### config.mk
export PLATFORM = sky130hd
export DESIGN_NAME = apparent_energy
export DESIGN_NICKNAME = d
export VERILOG_FILES = /design/src/rtl/ape_pkg.sv /design/src/rtl/ape_seq.sv /design/src/rtl/ape_gain_mult.sv /design/src/rtl/ape_phase_acc.sv /design/src/rtl/apparent_energy.sv
export SDC_FILE = /design/constraint.sdc
export NUM_CORES = 2
export LEC_CHECK = 0
export ABC_CLOCK_PERIOD_IN_PS = 41200
export BUFFER_PORTS_ARGS = -buffer_cell sky130_fd_sc_hd__buf_4
export CORE_MARGIN = 2
export CORE_UTILIZATION = 35
export CTS_CLUSTER_SIZE = 25
export DETAILED_ROUTE_END_ITERATION = 8
export PLACE_DENSITY_LB_ADDON = 0.08
export SLEW_MARGIN = 20
export SYNTH_ARGS = -nofsm -noshare
export SYNTH_HDL_FRONTEND = slang
export SYNTH_HIERARCHICAL = 1
export SYNTH_SLANG_ARGS = --single-unit
export TNS_END_PERCENT = 1
### constraint.sdc
create_clock -name clk -period 41.2 [get_ports clk]
set_clock_uncertainty 0.05 [all_clocks]
set_input_delay 4.12 -clock clk [delete_from_list [all_inputs] [get_ports clk]]
set_output_delay 4.12 -clock clk [all_outputs]
set_load 0.1 [all_outputs]
### src/rtl/ape_pkg.sv
package ape_pkg;
  localparam int unsigned APE_PHASES = 3;
  localparam int unsigned APE_RMS_W  = 24;
  localparam int unsigned APE_GAIN_W = 24;
  localparam int unsigned APE_PWR_W  = 24;
  localparam int unsigned APE_ACC_W  = 56;
  localparam int unsigned APE_THR_W  = 48;
  localparam int unsigned APE_EN_W   = 32;
endpackage

### src/rtl/ape_seq.sv
// Captures one sample set per accepted strobe and walks the phases in order.
module ape_seq #(
  parameter int NPH    = 3,
  parameter int RMS_W  = 24,
  parameter int GAIN_W = 24,
  parameter int IDX_W  = 2
) (
  input  logic                    clk,
  input  logic                    rst,
  input  logic                    smp_stb,
  input  logic [NPH*RMS_W-1:0]    vrms_flat,
  input  logic [NPH*RMS_W-1:0]    irms_flat,
  input  logic [NPH*GAIN_W-1:0]   gain_flat,
  output logic                    busy,
  output logic [IDX_W-1:0]        idx,
  output logic [RMS_W-1:0]        cur_v,
  output logic [RMS_W-1:0]        cur_i,
  output logic [GAIN_W-1:0]       cur_g
);
  localparam logic [IDX_W-1:0] LAST = IDX_W'(NPH - 1);

  logic [RMS_W-1:0]  v_q [NPH];
  logic [RMS_W-1:0]  i_q [NPH];
  logic [GAIN_W-1:0] g_q [NPH];
  logic              take;

  assign take = smp_stb && !busy;

  always_ff @(posedge clk) begin
    if (rst) begin
      busy <= 1'b0;
      idx  <= '0;
    end else if (busy) begin
      busy <= (idx != LAST);
      idx  <= (idx == LAST) ? '0 : idx + 1'b1;
    end else if (smp_stb) begin
      busy <= 1'b1;
      idx  <= '0;
    end
  end

  // Capture registers carry no reset so they map onto plain storage.
  for (genvar p = 0; p < NPH; p++) begin : g_cap
    always_ff @(posedge clk) begin
      if (take) begin
        v_q[p] <= vrms_flat[p*RMS_W +: RMS_W];
        i_q[p] <= irms_flat[p*RMS_W +: RMS_W];
        g_q[p] <= gain_flat[p*GAIN_W +: GAIN_W];
      end
    end
  end

  always_comb begin
    cur_v = '0;
    cur_i = '0;
    cur_g = '0;
    for (int p = 0; p < NPH; p++) begin
      if (idx == IDX_W'(p)) begin
        cur_v = v_q[p];
        cur_i = i_q[p];
        cur_g = g_q[p];
      end
    end
  end
endmodule

### src/rtl/ape_gain_mult.sv
// Shared datapath: V*I, fractional gain, truncation toward zero, saturation.
module ape_gain_mult #(
  parameter int RMS_W  = 24,
  parameter int GAIN_W = 24,
  parameter int PWR_W  = 24
) (
  input  logic [RMS_W-1:0]  v,
  input  logic [RMS_W-1:0]  i,
  input  logic [GAIN_W-1:0] g,
  output logic [PWR_W-1:0]  pwr
);
  localparam int PROD_W = 2 * RMS_W;
  localparam int SHIFT  = PROD_W - PWR_W;
  localparam int SCL_W  = PWR_W + GAIN_W;
  localparam int FRAC   = GAIN_W - 1;

  logic [PROD_W-1:0]      prod;
  logic [PWR_W-1:0]       raw;
  logic [GAIN_W-1:0]      fac;
  logic [SCL_W-1:0]       scl;
  logic [SCL_W-FRAC-1:0]  whole;
  logic                   unused_low;

  assign prod  = PROD_W'(v) * PROD_W'(i);
  assign raw   = prod[PROD_W-1:SHIFT];
  // 2^(GAIN_W-1) + G, formed by flipping the sign bit (offset binary, never negative).
  assign fac   = {~g[GAIN_W-1], g[GAIN_W-2:0]};
  assign scl   = SCL_W'(raw) * SCL_W'(fac);
  assign whole = scl[SCL_W-1:FRAC];
  assign pwr   = whole[PWR_W] ? {PWR_W{1'b1}} : whole[PWR_W-1:0];
  assign unused_low = ^{prod[SHIFT-1:0], scl[FRAC-1:0]};
endmodule

### src/rtl/ape_phase_acc.sv
// Per-phase power register, remainder-keeping accumulator and energy counter.
module ape_phase_acc #(
  parameter int PWR_W = 24,
  parameter int ACC_W = 56,
  parameter int THR_W = 48,
  parameter int EN_W  = 32
) (
  input  logic             clk,
  input  logic             rst,
  input  logic             step,
  input  logic [PWR_W-1:0] pwr,
  input  logic [THR_W-1:0] thr,
  input  logic             clr,
  output logic [PWR_W-1:0] inst,
  output logic [EN_W-1:0]  energy
);
  logic [ACC_W-1:0] acc;
  logic [ACC_W:0]   sum;
  logic [ACC_W:0]   thr_x;
  logic             over;
  logic [EN_W-1:0]  base;

  assign thr_x = (ACC_W+1)'(thr);
  assign sum   = {1'b0, acc} + (ACC_W+1)'(pwr);
  assign over  = sum > thr_x;
  // A clear drops the old count but never a unit earned at the same edge.
  assign base  = clr ? '0 : energy;

  always_ff @(posedge clk) begin
    if (rst) begin
      inst   <= '0;
      acc    <= '0;
      energy <= '0;
    end else begin
      if (step) begin
        inst <= pwr;
        acc  <= over ? ACC_W'(sum - thr_x) : sum[ACC_W-1:0];
      end
      energy <= base + EN_W'(step && over);
    end
  end
endmodule

### src/rtl/apparent_energy.sv
module apparent_energy
  import ape_pkg::*;
#(
  parameter int NPH    = APE_PHASES,
  parameter int RMS_W  = APE_RMS_W,
  parameter int GAIN_W = APE_GAIN_W,
  parameter int PWR_W  = APE_PWR_W,
  parameter int ACC_W  = APE_ACC_W,
  parameter int THR_W  = APE_THR_W,
  parameter int EN_W   = APE_EN_W
) (
  input  logic                  clk,
  input  logic                  rst,
  input  logic                  smp_stb,
  input  logic [NPH*RMS_W-1:0]  vrms_flat,
  input  logic [NPH*RMS_W-1:0]  irms_flat,
  input  logic [NPH*GAIN_W-1:0] gain_flat,
  input  logic [THR_W-1:0]      thresh,
  input  logic                  rd_en,
  input  logic [$clog2(NPH+1)-1:0] rd_sel,
  input  logic                  rd_clr,
  output logic [NPH*PWR_W-1:0]  inst_pwr_flat,
  output logic                  rd_valid,
  output logic [EN_W-1:0]       rd_data
);
  localparam int IDX_W = $clog2(NPH);
  localparam int SEL_W = $clog2(NPH + 1);

  logic              seq_busy;
  logic [IDX_W-1:0]  seq_idx;
  logic [RMS_W-1:0]  cur_v;
  logic [RMS_W-1:0]  cur_i;
  logic [GAIN_W-1:0] cur_g;
  logic [PWR_W-1:0]  cur_pwr;
  logic [EN_W-1:0]   energy_arr [NPH];
  logic [EN_W-1:0]   rd_mux;

  ape_seq #(
    .NPH(NPH), .RMS_W(RMS_W), .GAIN_W(GAIN_W), .IDX_W(IDX_W)
  ) u_seq (
    .clk(clk), .rst(rst), .smp_stb(smp_stb),
    .vrms_flat(vrms_flat), .irms_flat(irms_flat), .gain_flat(gain_flat),
    .busy(seq_busy), .idx(seq_idx),
    .cur_v(cur_v), .cur_i(cur_i), .cur_g(cur_g)
  );

  ape_gain_mult #(
    .RMS_W(RMS_W), .GAIN_W(GAIN_W), .PWR_W(PWR_W)
  ) u_mult (
    .v(cur_v), .i(cur_i), .g(cur_g), .pwr(cur_pwr)
  );

  for (genvar p = 0; p < NPH; p++) begin : g_phase
    ape_phase_acc #(
      .PWR_W(PWR_W), .ACC_W(ACC_W), .THR_W(THR_W), .EN_W(EN_W)
    ) u_acc (
      .clk(clk),
      .rst(rst),
      .step(seq_busy && (seq_idx == IDX_W'(p))),
      .pwr(cur_pwr),
      .thr(thresh),
      .clr(rd_en && rd_clr && (rd_sel == SEL_W'(p))),
      .inst(inst_pwr_flat[p*PWR_W +: PWR_W]),
      .energy(energy_arr[p])
    );
  end

  always_comb begin
    rd_mux = '0;
    for (int p = 0; p < NPH; p++) begin
      if (rd_sel == SEL_W'(p)) rd_mux = energy_arr[p];
    end
  end

  always_ff @(posedge clk) begin
    if (rst) begin
      rd_valid <= 1'b0;
      rd_data  <= '0;
    end else begin
      rd_valid <= rd_en;
      if (rd_en) rd_data <= rd_mux;
    end
  end
endmodule

## Word level (Yosys, flattened, before mapping)

Memory sizes are Yosys's and may differ from the RTL's.
Index checks and enable logic that the tools add are counted.

- Output and inout port bits: 105
- Memory bits (writable): 216
- Logic and storage cells: 78
- Register bits after elaboration: 372
- Memories kept: 3
- Input bits: 271

- Add/sub/neg operators: 10
- Muxes and demuxes: 26
- Reduce and logical (&&, ||, !) cells: 15
- Order comparisons: 3
- Bitwise operators: 1
- $mul: 2
- Equal/unequal tests: 5

Memories:

| name | words | width | read ports | clocked after Yosys merged registers in | wr ports | line | text |
|---|---|---|---|---|---|---|---|
| u_seq.g_q | 3 | 24 | 3 | 0 | 3 | ape_seq.sv:24 | `logic [GAIN_W-1:0] g_q [NPH];` |
| u_seq.i_q | 3 | 24 | 3 | 0 | 3 | ape_seq.sv:23 | `logic [RMS_W-1:0] i_q [NPH];` |
| u_seq.v_q | 3 | 24 | 3 | 0 | 3 | ape_seq.sv:22 | `logic [RMS_W-1:0] v_q [NPH];` |

Operator list:

| kind | count |
|---|---|
| 24-bit two-way mux | 10 |
| 32-bit two-way mux | 6 |
| 56-bit by 24-bit adder with 57-bit output | 3 |
| 57-bit by 48-bit greater-than comparator with 1-bit output | 3 |
| 56-bit two-way mux | 3 |
| 56-bit by 48-bit subtractor with 56-bit output | 3 |
| 32-bit by 1-bit adder with 32-bit output | 3 |
| 24-bit by 24-bit multiplier with 48-bit output | 2 |
| 1-bit logical AND | 11 |
| 2-bit two-way mux | 3 |
| 2-bit by 1-bit == test with 1-bit output, second input constant | 2 |
| 2-bit == test, second input constant | 2 |
| 2-bit logical NOT | 2 |
| 1-bit two-way mux | 4 |
| 2-bit by 1-bit adder with 2-bit output, second input constant | 1 |
| 2-bit != test, second input constant | 1 |
| 2-bit nonzero test | 1 |
| 1-bit logical NOT | 1 |
| 1-bit inverter | 1 |

## Longest topological paths before layout

- Depth after elaboration: 11
- Mapped depth: 96
- Mapped depth without buffers: 84

## Hierarchy

Netlist, hierarchy kept.

Modules (own cells, without submodules):

| module | area an instance (um^2) | sequential area each (um^2) | times used | cells each |
|---|---|---|---|---|
| ape_gain_mult | 37066.8 | 0.0 | 1 | 4224 |
| ape_phase_acc (g_phase[0].u_acc) | 10214.8 | 2242.2 | 1 | 1402 |
| ape_phase_acc (g_phase[1].u_acc) | 9903.2 | 2242.2 | 1 | 1339 |
| ape_phase_acc (g_phase[2].u_acc) | 9756.9 | 2242.2 | 1 | 1292 |
| ape_seq | 8130.3 | 6546.3 | 1 | 399 |
| apparent_energy | 2105.8 | 660.6 | 1 | 224 |

## Worst setup path after synthesis

OpenSTA, ideal clock, no wires.

- Path kind: flip-flop to flip-flop
- Start: register u_seq.idx[0]
- End: register g_phase[2].u_acc.energy[30]
- Slack: 20.184 ns
- Path buffers: 11
- Clock period less this slack: 21.016 ns
- Data required time: 41.022 ns
- Cell stages (with the launch flop): 89
- Arrival: 20.838 ns
- Library setup time: 0.128 ns
- Path through: dfxtp_1 > buf_6 > buf_6 > buf_6 > mux2i_1 > o2bb2ai_1 > clkbuf_1 > nand2_1 > fa_1 > inv_1 > fa_1 > inv_1 > fa_1 > inv_1 > fa_1 > fa_1 > fa_1 > inv_1 > (+53 left out) > or3_1 > o21ai_1 > a221oi_1 > o22ai_1 > nor4_4 > buf_4 > buf_2 > nor2_1 > ha_1 > ha_1 > clkbuf_1 > nand2_1 > nor3_1 > nor3b_1 > nand2_1 > or3_1 > xnor2_1 > nor2_1

- Longest elaborated chain between the ends: 11
- Elaborated cells between the ends (all ways): 21
- Classes of those cells: add/sub (2); mul (2); order compare (1); eq/ne (2); mux (10); bitwise (1); reduce/logical (3)

Ends and longest elaborated chain:

| element | line | text |
|---|---|---|
| start: declaration | ape_seq.sv:15 | `output logic [IDX_W-1:0] idx,` |
| start signal: assignment | ape_seq.sv:35 | `idx <= (idx == LAST) ? '0 : idx + 1'b1;` |
| 2-bit logical NOT | ape_seq.sv:58 | `if (idx == IDX_W'(p)) begin` |
| 24-bit two-way mux (2 in a row) | ape_seq.sv:58 |  |
| 24-bit two-way mux (*) | ape_seq.sv:58 |  |
| named net cur_i[17] | apparent_energy.sv:32 | `logic [RMS_W-1:0] cur_i;` |
| 24-bit by 24-bit multiplier with 48-bit output (*) | ape_gain_mult.sv:24 | `assign prod = PROD_W'(v) * PROD_W'(i);` |
| 24-bit by 24-bit multiplier with 48-bit output (*) | ape_gain_mult.sv:28 | `assign scl = SCL_W'(raw) * SCL_W'(fac);` |
| 24-bit two-way mux (*) | ape_gain_mult.sv:30 | `assign pwr = whole[PWR_W] ? {PWR_W{1'b1}} : whole[PWR_W-1:0];` |
| named net cur_pwr[18] | apparent_energy.sv:34 | `logic [PWR_W-1:0] cur_pwr;` |
| 56-bit by 24-bit adder with 57-bit output (*) | ape_phase_acc.sv:24 | `assign sum = {1'b0, acc} + (ACC_W+1)'(pwr);` |
| 57-bit by 48-bit greater-than comparator with 1-bit output (*) | ape_phase_acc.sv:25 | `assign over = sum > thr_x;` |
| 1-bit logical AND (*) | ape_phase_acc.sv:39 | `energy <= base + EN_W'(step && over);` |
| 32-bit by 1-bit adder with 32-bit output (*) | ape_phase_acc.sv:39 |  |
| end signal: assignment | ape_phase_acc.sv:39 |  |
| end: declaration | ape_phase_acc.sv:15 | `output logic [EN_W-1:0] energy` |

Mark *: on every way through the listed nets, which the timed path passes. The rest lies on a longest branch.
A chain may end at the register's enable or synchronous reset.

## Worst setup path in the final report

- Start: register u_seq.idx[1]
- End: register g_phase[0].u_acc.energy[29]

- Longest elaborated chain between the ends: 11
- Elaborated cells between the ends (all ways): 21
- Classes of those cells: add/sub (2); mul (2); order compare (1); eq/ne (2); mux (10); bitwise (1); reduce/logical (3)

Ends and longest elaborated chain:

| element | line | text |
|---|---|---|
| 2-bit logical NOT | ape_seq.sv:58 |  |
| 24-bit two-way mux (2 in a row) | ape_seq.sv:58 |  |
| 24-bit two-way mux (*) | ape_seq.sv:58 |  |
| named net cur_v[19] | apparent_energy.sv:31 | `logic [RMS_W-1:0] cur_v;` |
| 24-bit by 24-bit multiplier with 48-bit output (*) | ape_gain_mult.sv:24 |  |
| 24-bit by 24-bit multiplier with 48-bit output (*) | ape_gain_mult.sv:28 |  |
| 24-bit two-way mux (*) | ape_gain_mult.sv:30 |  |
| named net cur_pwr[2] | apparent_energy.sv:34 |  |
| 56-bit by 24-bit adder with 57-bit output (*) | ape_phase_acc.sv:24 |  |
| 57-bit by 48-bit greater-than comparator with 1-bit output (*) | ape_phase_acc.sv:25 |  |
| 1-bit logical AND (*) | ape_phase_acc.sv:39 |  |
| 32-bit by 1-bit adder with 32-bit output (*) | ape_phase_acc.sv:39 |  |
| end signal: assignment | ape_phase_acc.sv:39 |  |
| end: declaration | ape_phase_acc.sv:15 |  |

Marks and branches as above.

==> metrics.md <==
| Metric | Value |
|---|---|
| Cts hold-fix bufs | `0` |
| Reg-to-Reg End | `g_phase[0].u_acc/energy[29]` |
| Initial core utilization | `35.16%` |
| Syn Inst Count | `8880` |
| Post-synthesis cell type count | `116` |
| Placed insts | `11820` |
| Pre-CTS WS | `14.63 ns` |
| HP Start | `g_phase[1].u_acc/acc[5]` |
| Clock edge transition at the registers on the reported setup and hold paths | `0.06 ns` |
| Syn_area_per_cell | `8.691 um^2` |
| Fin. max-slew vios | `0` |
| Warnings from Yosys | `6` |
| Core ar. | `0.2195 mm^2` |
| Initial antenna violation count | `20` |
| Worst Path Required | `41.79 ns` |
| Hold_ws | `0.4251 ns` |
| Final Hold Fails | `0` |
| Post-DP HPWL | `208600 um` |
| CP startpoint kind | `register` |
| Chip width | `473.6 um` |
| Vias | `62900` |
| Global-route wire length before repair | `418000 um` |
| Area contributors post-synth | `fa_1 (25%), dfxtp_1 (9.6%), ha_1 (9.2%)` |
| IO Pins | `376` |
| TritonCTS clock tree | `done` |
| Slew @ Worst Pin | `1.086 ns` |
| Synth top area share | `25.11%` |
| Worst hold stages | `2` |
| H-Tree Level Count | `3` |
| Buffers added on ports | `375` |
| Total GRT Usage | `24.60%` |
| CP max-delay cell | `dfxtp_4` |
| Top post-synthesis cells by count | `inv_1 (1363), nand2_1 (1018), fa_1 (968)` |
| Mapped Area | `0.07718 mm^2` |
| Synthesized net count | `10680` |
| Routed wire length per instance | `23.00 um` |
| Fillers | `22310` |
| Post-synth EDFFs | `216` |
| CP most frequent cell | `fa_1` |
| Setup TNS | `0 ns` |
| Routed Antenna Nets | `0` |
| Setup Viol. Count Final | `0` |
| Fmax achieved | `37.27 MHz` |
| Top-count cell post-synth | `inv_1` |
| RSZ-0062 raised after global routing | `false` |
| Crit-path max FO | `48` |
| Cts repair resizes | `0` |
| Post-route insts no fill | `11970` |
| Final wirelength | `275300 um` |
| Post-layout nets | `10840` |
| Fraction of registers with async set/reset | `0%` |
| CTS Root Buffer Type | `clkbuf_16` |
| Tcrit/Tclk final | `65.12%` |
| Max Cap Viol | `0` |
| Critical path class | `register to register` |
| Drt pass-1 iters | `6` |
| Syn-to-layout area delta | `11.94%` |
| Status | `complete, no violations` |
| Vias per std cell | `5.254` |
| Starting DRT DRC Count | `4202` |
| Tmin final | `26.83 ns` |
| Site Rows | `172` |
| Worst path max stage delay | `0.96 ns` |
| Post-CTS Setup Bufs | `0` |
| Most area-hungry cell type in the Yosys netlist | `fa_1` |
| TritonCTS Buffers | `79` |
| Largest net degree at the start of global routing | `100` |
| GP Congestion | `0.9056` |
| Die H | `473.6 um` |
| Nature of the critical path endpoint | `register` |
| # clock sinks | `588` |
| Layout cells sized above 1 | `9.731%` |
| Primary FF master, synth | `dfxtp_1` |
| Post-synthesis register bit count | `588` |
| Vias in the first global route | `65140` |
| Hold EP | `g_phase[1].u_acc/acc[5]` |
| DIE AREA | `0.2243 mm^2` |
| Setup WS post-layout | `14.37 ns` |
| Residual DRC | `0` |
| WP data arrival | `27.42 ns` |
| Sequential fraction of the synthesis area | `18.05%` |
| R2R Setup Slk | `14.37 ns` |
| Clock latency on the worst-skew pair | `0.73 ns` |
| R2R depth | `80` |
| Hold Crit Class | `register to register` |
| Grt ovf | `0` |
| Worst R2R Start | `u_seq/idx[1]` |
| Relative slew slack | `26.69%` |
| Clk buf depth | `3` |
==> layer usage <==
metal	wire length (um)	GRT usage (%)
met1	123500	33.48
met2	130800	41.14
met3	13760	3.106
met4	7163	6.294
met5	27	0
==> stage by stage <==
stage	utilization [%]	instance area [um^2]
3_5_place_dp	38.07	83580
6_report	39.36	86390
5_1_grt	39.35	86380
3_3_place_gp	38.07	83580
2_1_floorplan	-	77180
4_1_cts	39.35	86380
==> layout make-up <==
class / instances / area (um^2) / share of cell area [%]
diodes: 5 / 12.51 / 0.01448
clock buffers: 102 / 2175 / 2.517
clock inverters: 42 / 629.4 / 0.7285
inverters: 1367 / 5131 / 5.939
multi-input cells: 6471 / 56960 / 65.94
flip-flops and latches: 588 / 13940 / 16.14
well taps: 2871 / 3592 / 4.158
repair buffers: 525 / 3949 / 4.571
==> worst max-delay path: cells and delay by family, from the launching register on <==
kind,cells,cell delay (ns)
DFF,1,0.96
muxes,1,0.23
AOI/OAI and AO/OA,18,4.58
and+or+nand+nor,27,8.15
xor gates and xnor gates,1,0.19
adders and majority gates,19,9.35
buffers and inverters,14,3.09
==> registers in the layout, indices dropped and copies added (netlist names) <==
register / count
g_phase.u_acc/acc: 168
rd_valid: 1
rd_data: 32
u_seq/idx: 2
u_seq/g_q: 72
u_seq/v_q: 72
g_phase.u_acc/inst: 72
u_seq/busy: 1
g_phase.u_acc/energy: 96
u_seq/i_q: 72
==> cells in the final DEF, fill, tap and decap left out, types with 54 or more instances in the layout <==
master and n:
inv_1 1363, edfxtp_1 216, nor2b_1 95, mux2i_1 207, dfxtp_1 370, a21o_1 156
and2_1 522, ha_1 565, nor3_1 106, a21oi_1 361, o21a_1 54, xor2_1 142
nor2_1 530, and3_1 107, nand2_1 1018, clkbuf_16 80, nand3_1 180, a311oi_1 61
xnor2_1 223, fa_1 968, o2bb2ai_2 59, a211oi_1 78, buf_4 524, nand2b_1 59
nand4_1 100, o21ai_0 226
==> logic make-up after synthesis <==
kind of cell	Yosys count	synth area share (%)
and+or+nand+nor	2969	18.98
buffers and inverters	1821	9.173
adders and majority gates	1533	34.27
AOI/OAI and AO/OA	1367	12.30
DFF	588	18.05
xor gates and xnor gates	379	4.301
muxes	223	2.929
==> worst max-delay path by stage <==
stage	start	to	slack (ns)	cells after the start
2_1_floorplan	u_seq/idx[0]	g_phase[2].u_acc/energy[30]	20.18	88
3_3_place_gp	u_seq/idx[1]	g_phase[0].u_acc/energy[29]	14.86	78
3_5_place_dp	u_seq/idx[1]	g_phase[0].u_acc/energy[29]	14.63	80
4_1_cts	u_seq/idx[1]	g_phase[0].u_acc/energy[29]	14.55	80
5_1_grt	u_seq/idx[1]	g_phase[0].u_acc/energy[29]	13.24	80
6_report	u_seq/idx[1]	g_phase[0].u_acc/energy[29]	14.37	80
Power is left out: the tool's default activity adds up to more than one toggle a clock period on the data nets, which glitch-free logic cannot reach.
